==> src/rtl/ivc_pkg.sv <==
package ivc_pkg;
   localparam int unsigned REG_WORDS = 5;
   typedef enum logic [2:0] {
      RG_MASK   = 3'd0,
      RG_RAW    = 3'd1,
      RG_MASKED = 3'd2,
      RG_NMI    = 3'd3,
      RG_RSVD   = 3'd4
   } ivc_reg_e;
endpackage

==> src/rtl/ivc_line_sampler.sv <==
module ivc_line_sampler #(
   parameter int N_LINES   = 32,
   parameter int NMI_FIRST = 30
) (
   input  logic               clk,
   input  logic               rst_n,
   input  logic [N_LINES-1:0] lines,
   output logic [N_LINES-1:0] raw_q,
   output logic [N_LINES-1:0] nmi_q
);
   logic [N_LINES-1:0] raw_nxt;
   logic [N_LINES-1:0] nmi_nxt;
   logic               unused_line0;

   assign unused_line0 = lines[0];

   for (genvar j = 0; j < N_LINES; j++) begin : g_map
      // raw bit j is fed by line j+1, but only below the non-maskable range
      if (j + 1 < NMI_FIRST) begin : g_raw
         assign raw_nxt[j] = lines[j+1];
      end else begin : g_raw_off
         assign raw_nxt[j] = 1'b0;
      end
      if (j >= NMI_FIRST) begin : g_nmi
         assign nmi_nxt[j] = lines[j];
      end else begin : g_nmi_off
         assign nmi_nxt[j] = 1'b0;
      end
   end

   always_ff @(posedge clk or negedge rst_n) begin
      if (!rst_n) begin
         raw_q <= '0;
         nmi_q <= '0;
      end else begin
         raw_q <= raw_nxt;
         nmi_q <= nmi_nxt;
      end
   end
endmodule

==> src/rtl/ivc_vec_encode.sv <==
module ivc_vec_encode #(
   parameter int          N_LINES    = 32,
   parameter int          VEC_W      = 8,
   parameter logic [7:0]  VEC_SHARED = 8'h30,
   parameter logic [7:0]  VEC_BASE   = 8'h31,
   parameter bit          OR_TREE    = 1'b1
) (
   input  logic [N_LINES-1:0] pend,
   output logic               req,
   output logic [VEC_W-1:0]   vec
);
   localparam int IDX_W = $clog2(N_LINES);

   logic             any;
   logic             multi;
   logic [IDX_W-1:0] idx;

   assign any   = |pend;
   assign multi = |(pend & (pend - N_LINES'(1)));

   if (OR_TREE) begin : g_or_tree
      // valid only for a one-hot input, which is the only case that uses idx
      logic [IDX_W-1:0][N_LINES-1:0] sel;
      for (genvar b = 0; b < IDX_W; b++) begin : g_bit
         for (genvar i = 0; i < N_LINES; i++) begin : g_src
            if (((i >> b) & 1) == 1) begin : g_on
               assign sel[b][i] = pend[i];
            end else begin : g_off
               assign sel[b][i] = 1'b0;
            end
         end
         assign idx[b] = |sel[b];
      end
   end else begin : g_scan
      always_comb begin
         idx = '0;
         for (int i = N_LINES - 1; i >= 0; i--) begin
            if (pend[i]) idx = IDX_W'(i);
         end
      end
   end

   always_comb begin
      if (!any) begin
         req = 1'b0;
         vec = '0;
      end else if (multi) begin
         req = 1'b1;
         vec = VEC_W'(VEC_SHARED);
      end else begin
         req = 1'b1;
         vec = VEC_W'(VEC_BASE) + {{(VEC_W-IDX_W){1'b0}}, idx};
      end
   end
endmodule

==> src/rtl/ivc_regfile.sv <==
module ivc_regfile
   import ivc_pkg::*;
#(
   parameter int DATA_W = 32,
   parameter int ADDR_W = 8
) (
   input  logic              clk,
   input  logic              rst_n,
   input  logic [ADDR_W-1:0] bus_addr,
   input  logic              bus_wr,
   input  logic [DATA_W-1:0] bus_wdata,
   input  logic [DATA_W-1:0] raw_q,
   input  logic [DATA_W-1:0] masked,
   input  logic [DATA_W-1:0] nmi_q,
   output logic [DATA_W-1:0] mask_q,
   output logic [DATA_W-1:0] bus_rdata
);
   localparam int IDX_W = ADDR_W - 2;

   logic [IDX_W-1:0] idx;
   logic             in_range;
   ivc_reg_e         sel;

   assign idx      = bus_addr[ADDR_W-1:2];
   assign in_range = idx < IDX_W'(REG_WORDS);
   assign sel      = ivc_reg_e'(idx[2:0]);

   always_ff @(posedge clk or negedge rst_n) begin
      if (!rst_n) begin
         mask_q <= '0;
      end else if (bus_wr && in_range && sel == RG_MASK) begin
         mask_q <= bus_wdata;
      end
   end

   always_comb begin
      bus_rdata = '0;
      if (in_range) begin
         case (sel)
            RG_MASK:   bus_rdata = mask_q;
            RG_RAW:    bus_rdata = raw_q;
            RG_MASKED: bus_rdata = masked;
            RG_NMI:    bus_rdata = nmi_q;
            default:   bus_rdata = '0;
         endcase
      end
   end
endmodule

==> src/rtl/ivc_top.sv <==
module ivc_top #(
   parameter int         N_LINES    = 32,
   parameter int         DATA_W     = 32,
   parameter int         ADDR_W     = 8,
   parameter int         VEC_W      = 8,
   parameter int         NMI_FIRST  = 30,
   parameter logic [7:0] VEC_SHARED = 8'h30,
   parameter logic [7:0] VEC_BASE   = 8'h31,
   parameter bit         OR_TREE    = 1'b1
) (
   input  logic               clk,
   input  logic               rst_n,
   input  logic [N_LINES-1:0] irq_lines,
   input  logic [ADDR_W-1:0]  bus_addr,
   input  logic               bus_wr,
   input  logic [DATA_W-1:0]  bus_wdata,
   output logic [DATA_W-1:0]  bus_rdata,
   output logic [N_LINES-1:0] masked_pend,
   output logic               int_req,
   output logic [VEC_W-1:0]   int_vec,
   output logic               nmi_req
);
   if (N_LINES != DATA_W) begin : g_bad_width
      $error("ivc_top: N_LINES must equal DATA_W");
   end
   if (NMI_FIRST < 2 || NMI_FIRST > N_LINES) begin : g_bad_nmi
      $error("ivc_top: NMI_FIRST out of range");
   end
   if (ADDR_W < 5) begin : g_bad_addr
      $error("ivc_top: ADDR_W too small for five words");
   end
   if (VEC_W <= $clog2(N_LINES)) begin : g_bad_vec
      $error("ivc_top: VEC_W too narrow");
   end

   logic [N_LINES-1:0] raw_q;
   logic [N_LINES-1:0] nmi_q;
   logic [DATA_W-1:0]  mask_q;

   ivc_line_sampler #(.N_LINES(N_LINES), .NMI_FIRST(NMI_FIRST)) u_sampler (
      .clk   (clk),
      .rst_n (rst_n),
      .lines (irq_lines),
      .raw_q (raw_q),
      .nmi_q (nmi_q)
   );

   assign masked_pend = raw_q & mask_q;
   assign nmi_req     = |nmi_q;

   ivc_vec_encode #(
      .N_LINES(N_LINES), .VEC_W(VEC_W), .VEC_SHARED(VEC_SHARED),
      .VEC_BASE(VEC_BASE), .OR_TREE(OR_TREE)
   ) u_encode (
      .pend (masked_pend),
      .req  (int_req),
      .vec  (int_vec)
   );

   ivc_regfile #(.DATA_W(DATA_W), .ADDR_W(ADDR_W)) u_regs (
      .clk       (clk),
      .rst_n     (rst_n),
      .bus_addr  (bus_addr),
      .bus_wr    (bus_wr),
      .bus_wdata (bus_wdata),
      .raw_q     (raw_q),
      .masked    (masked_pend),
      .nmi_q     (nmi_q),
      .mask_q    (mask_q),
      .bus_rdata (bus_rdata)
   );
endmodule

==> config.mk <==
export PLATFORM = sky130hd
export DESIGN_NAME = ivc_top
export DESIGN_NICKNAME = d
export VERILOG_FILES = /design/src/rtl/ivc_pkg.sv /design/src/rtl/ivc_line_sampler.sv /design/src/rtl/ivc_vec_encode.sv /design/src/rtl/ivc_regfile.sv /design/src/rtl/ivc_top.sv
export SDC_FILE = /design/constraint.sdc
export NUM_CORES = 1
export LEC_CHECK = 0
export BUFFER_PORTS_ARGS = -buffer_cell sky130_fd_sc_hd__buf_2
export CAP_MARGIN = 10
export CORE_UTILIZATION = 25
export CTS_CLUSTER_DIAMETER = 150
export DETAILED_ROUTE_END_ITERATION = 7
export GPL_TIMING_DRIVEN = 0
export SYNTH_ARGS = -nofsm -noshare
export SYNTH_HDL_FRONTEND = slang
export SYNTH_SLANG_ARGS = --single-unit
==> constraint.sdc <==
create_clock -name clk -period 3.5 [get_ports clk]
set_input_delay 0.7 -clock clk [delete_from_list [all_inputs] [get_ports clk]]
set_output_delay 0.7 -clock clk [all_outputs]
set_load 0.01 [all_outputs]
# --- Word level (Yosys, flattened, before mapping) ---
# Cells that the tools add are included.
# Widths: inputs -> output; s select.
word_totals:
  out_inout_bits: 74
  input_bits: 75
  wordCells: 27
  register_bits: 63
classes:
  eq_ne: 3
  n_reduce_logical: 11
  bitwise: 2
  add_sub_neg: 2
  mux: 5
  order_cmp: 1
op_table:
  columns: ["cell", "count"]
  rows:
  - ["$pmux 32 s4", 1]
  - ["$reduce_or 16->1", 5]
  - ["$reduce_or 32->1", 2]
  - ["$and 29x32->32", 1]
  - ["$and 32x32->32", 1]
  - ["$mux 32", 1]
  - ["$sub 32x1->32 const B", 1]
  - ["$mux 8", 2]
  - ["$add 6x5->7 const A", 1]
  - ["$eq 3x2->1 const B", 2]
  - ["$lt 6x3->1 const B", 1]
  - ["$eq 3x1->1 const B", 1]
  - ["$logic_not 3->1", 1]
  - ["$logic_and 1x1->1", 2]
  - ["$reduce_or 2->1", 1]
  - ["$mux 1", 1]

# --- Depth between registers and ports, before layout ---
depth:
  word_depth: 6
  mapped_depth: 11
  mapped_depth_nobuf: 11

# --- Modules after synthesis ---
# A second synthesis with hierarchy kept.
unflattened:
  cells_unflattened: 431
  hier_area_um2: 4536.9
by_module_without_submodules:
  columns: ["module", "area_each_um2", "cells_per_inst", "instances", "seq_area_each_um2"]
  rows:
  - ["ivc_regfile", 2472.4, 215, 1, 800.8]
  - ["ivc_line_sampler", 1027.2, 65, 1, 775.7]
  - ["ivc_vec_encode", 762.0, 108, 1, 0.0]
  - ["ivc_top", 275.3, 43, 1, 0.0]

# --- Worst setup path before layout ---
# No wires, ideal clock.
synth_path:
  kind: "flip-flop to output port"
  from: "register u_regs.mask_q[3]"
  to: "output port int_vec[3]"
  required_time_ns: 2.800
  n_path_buf: 1
  slack_ns: 0.532
  stages_incl_launch_ff: 9
  t_arrival_ns: 2.268
  cell_sequence: "dfrtp_1 -> a222oi_1 -> nand4_1 -> buf_2 -> nor3_1 -> a21oi_1 -> nor4_2 -> nand4_2 -> nor4b_2"
synth_between:
  elab_chain_len: 6
  elab_cells_between_ends: 10
  cone_classes: "2 x add/sub; 2 x mux; 2 x bitwise; 4 x reduce/logical"
synth_rtl:
  columns: ["item", "line", "source"]
  rows:
  - ["start, declared", "ivc_regfile.sv:15", "output logic [DATA_W-1:0] mask_q,"]
  - ["start signal, assigned", "ivc_regfile.sv:32", "mask_q <= bus_wdata;"]
  - ["$and 29x32->32 *", "ivc_top.sv:48", "assign masked_pend = raw_q & mask_q;"]
  - ["$sub 32x1->32", "ivc_vec_encode.sv:19", "assign multi = |(pend & (pend - N_LINES'(1)));"]
  - ["$and 32x32->32", "ivc_vec_encode.sv:19", null]
  - ["$reduce_or 32->1", "ivc_vec_encode.sv:19", null]
  - ["$mux 8", "ivc_vec_encode.sv:47", "end else if (multi) begin"]
  - ["$mux 8 *", "ivc_vec_encode.sv:44", "if (!any) begin"]
  - ["end, declared", "ivc_top.sv:20", "output logic [VEC_W-1:0] int_vec,"]
# Every way passes the cells marked *; elsewhere a longest branch is shown, timed or not.

# --- Worst setup path in the final report ---
layout_path:
  from: "register u_sampler.raw_q[3]"
  to: "output port int_vec[3]"
layout_between:
  elab_chain_len: 6
  elab_cells_between_ends: 10
  cone_classes: "2 x add/sub; 2 x mux; 2 x bitwise; 4 x reduce/logical"
layout_rtl:
  columns: ["item", "line", "source"]
  rows:
  - ["start, declared", "ivc_line_sampler.sv:8", "output logic [N_LINES-1:0] raw_q,"]
  - ["start signal, assigned", "ivc_line_sampler.sv:36", "raw_q <= raw_nxt;"]
  - ["$and 29x32->32 *", "ivc_top.sv:48", null]
  - ["$sub 32x1->32", "ivc_vec_encode.sv:19", null]
  - ["$and 32x32->32", "ivc_vec_encode.sv:19", null]
  - ["$reduce_or 32->1", "ivc_vec_encode.sv:19", null]
  - ["$mux 8", "ivc_vec_encode.sv:47", null]
  - ["$mux 8 *", "ivc_vec_encode.sv:44", null]
# Marks and branches as above.

==> impl_metrics.py <==
metrics = {
    "synth": {
        "yosys_warnings": 0,
        "synth_top_family_by_area": "simple AND/OR/NAND/NOR gates",
        "ys_ff_latch": 63,
        "syn_area_sq_um": 3591,
        "synthXorXnorAreaFrac_pct": 0.4878,
        "seq_area_frac_synth_pct": 43.90,
        "synthAdderAreaFrac_pct": 0.3484,
        "syn_avg_cell_area_sq_um": 8.977,
        "async_reset_ff_share_pct": 100.0,
        "yosys-mux-area-fraction_pct": 16.17,
        "synth_edf_count": 0,
        "syn_inst": 400,
        "synth_cell_types": 44,
        "ys.flop_type": "dfrtp_1",
        "synth_compound_area_share_pct": 12.33,
        "synth_area_leader_cell": "dfrtp_1",
        "synthSimpleGateAreaFrac_pct": 21.39,
        "synthDominantCellAreaShare_pct": 43.90,
        "synth_area_leaders": "dfrtp_1, mux2_2, mux2i_1, nor2_1, a21oi_1",
    },
    "die": {
        "dieWidth_microns": 121.9,
        "die_area_sq_um": 14850,
        "rows": 43,
        "core_area_sq_um": 13930,
        "io_pins": 149,
        "die_y_microns": 121.9,
        "start_util_pct": 25.77,
    },
    "sta": {
        "timing.final.ws_setup_ns": -0.1351,
        "maxSlewViolCount": 0,
        "maxSlewHeadroom_pct": 45.51,
        "setup_viol": 7,
        "finalClockSkew_ns": 0,
        "rsz0062_at_grt": "yes",
        "max_freq_mhz": 275.1,
        "tns_ns": -0.5900,
        "min_period_over_period_pct": 103.9,
        "hold_viol_final": 0,
        "worstMarginPinSlew_ns": 0.8173,
        "fin_crit_ns": 3.635,
    },
    "global_routing": {
        "grt_overflow": 0,
        "antenna_found_initial": 0,
        "grt_pass1_vias": 3624,
        "grt_max_degree": 64,
        "grt_pass1_wl_mm": 19.13,
        "grt_use_total_pct": 17.30,
    },
    "clock_tree": {
        "cts-htree-levels": 3,
        "cts.clk_slew.worst_paths_ns": 0.06,
        "root_buffer": "clkbuf_16",
        "clock_latency_ns": 0.32,
        "cts_buffers": 9,
        "cts.sinks": 63,
        "cts_tree": "done",
        "clockBufferDepth": 2,
        "cts_hold_buffers": 0,
    },
    "worst_hold_path": {
        "hp-class": "in -> async",
    },
    "detailed_routing": {
        "ant_nets": 0,
        "dr.pass1.iters": 4,
        "dr.first_iter.drc_count": 171,
        "vias": 3628,
        "vias_per_cell": 4.831,
        "drc_errors": 0,
        "wirelength_mm": 12.47,
        "drt-wirelength-per-cell_microns": 16.61,
    },
    "critical_path": {
        "worst-r2r-cell-count": 2,
        "endpoint_kind": "primary output",
        "critPathSlowestCell": "dfrtp_1",
        "path_cells": "a222oi_1 -> buf_4 -> nand4_1 -> buf_6 -> buf_12 -> nor4_2 -> o22ai_1 -> a31oi_2 -> nand4_4 -> nor4b_2 -> buf_2",
        "critPathBufInv": 4,
        "path_class": "reg -> out",
        "worst_ep_arrival_time_ns": 2.94,
        "worstReg2RegStart": "u_regs.mask_q[3]",
        "critPathLaunchType": "flip-flop",
        "cp_top_family": "simple AND/OR/NAND/NOR gates",
        "slowest_delay_ns": 0.41,
        "crit_required_ns": 2.80,
        "path_max_fanout": 7,
        "r2r_slack_ns": 2.57,
        "r2r-end": "u_regs.mask_q[3]",
    },
    "run_status": {
        "violations": "setup timing",
        "status": "complete, but fails checks",
    },
    "cells_and_area": {
        "drive_gt1_share_pct": 39.40,
        "final_util_pct": 36.49,
        "nNetsFinal": 642,
        "diodes": 0,
        "areaGrowthSynthToFinish_pct": 41.60,
    },
    "power": {
        "p_per_area_nw_per_um2": 528.1,
        "p_total_mw": 2.685,
        "power.leakage_nw": 2.702,
        "peakVddDrop_uv": 234.9,
    },
    "placement": {
        "dp_hpwl_mm": 9.681,
        "dp_slack_ns": -0.1622,
        "place.gp.congestion": 0.8846,
        "io_buffers": 141,
    },
    "run": {
        "drv_cap": 0,
    },
}
==> worst max-delay path by stage <==
stage,startpoint,endpoint,cells past startpoint
5_1_grt,u_sampler.raw_q[3],int_vec[3],11
4_1_cts,u_sampler.raw_q[3],int_vec[3],11
3_5_place_dp,u_regs.mask_q[3],int_vec[3],8
6_report,u_sampler.raw_q[3],int_vec[3],11
2_1_floorplan,u_regs.mask_q[3],int_vec[3],8
3_3_place_gp,u_regs.mask_q[3],int_vec[3],8
==> routing by layer <==
layer | wire (microns) | GRT usage, %
met2 | 5862 | 27.65
met3 | 917 | 5.524
met4 | 312 | 6.944
met5 | 0 | 0
met1 | 5380 | 21.47
==> worst reg2reg max path, stage by stage (launching register included) <==
cell and delay, ns:
dfrtp_1 0.41, buf_4 0.15, mux2_2 0.26
==> state kept, by name (all words and copies together), names as in the netlist <==
| signal | flops |
|---|---|
| u_regs.mask_q | 32 |
| u_sampler.nmi_q | 2 |
| u_sampler.raw_q | 29 |
==> power by group <==
group | internal (mW) | switching [mW] | total (mW)
Combinational | 0.354 | 0.452 | 0.806
Clock | 0.694 | 0.322 | 1.02
Sequential | 0.797 | 0.0662 | 0.863
Total | 1.84 | 0.841 | 2.69
==> placed cells by master (no fill, tap or decap), types with 10 or more instances in the layout <==
cell and instances:
buf_2 140, dfrtp_1 63, nor2_1 54, nand2_1 41
a21oi_1 34, mux2_2 32, inv_1 26, mux2i_1 22
buf_4 15, nand3_1 12, nand4_1 12, a22oi_1 10
==> through the flow <==
| stage | area, sq um | hold slack, ns | std cells |
|---|---|---|---|
| floorplan | 3602 | 0.4044 | 403 |
| global placement | 4533 | 0.4818 | 724 |
| detailed placement | 4536 | 0.4850 | 724 |
| CTS | 5075 | 0.4610 | 750 |
| global route | 5085 | 0.4586 | 751 |
| finish | 5085 | 0.4655 | 751 |
==> cell type report <==
class,instances,area (sq um)
buffer,19,96.34
clock buffer,10,229.0
clock inverter,6,108.9
fill,1434,8850
inverter,27,101.3
multi-input combinational,294,1944
sequential,63,1577
tap,180,225.2
timing repair buffer,152,803.3
==> cell usage after synthesis (all sizes together) (3+ instances only) <==
master,instances
nor4,6
a222oi,3
nand3,12
a32oi,3
inv,26
nand4,13
nand2,41
nor2,56
mux2i,22
mux2,32
buf,9
nand2b,3
o22ai,3
a21oi,34
clkbuf,10
nor3,9
nor2b,4
dfrtp,63
o21ai,9
a22oi,11
and2,9
==> cells by family after synthesis <==
logic type	Yosys count
simple gates	161
compound gates	72
flops	63
mux	54
buf+inv	46
xor+xnor	2
fa+ha+maj	1
other cells	1
==> what timing repair did <==
action                     CTS  global route
pin swaps                   14             0
cloned                       1             0
buffers inserted             9             1
resized for setup           21             4
setup endpoints to repair    7            20
Note: power is estimated with default switching activity, not from simulation.
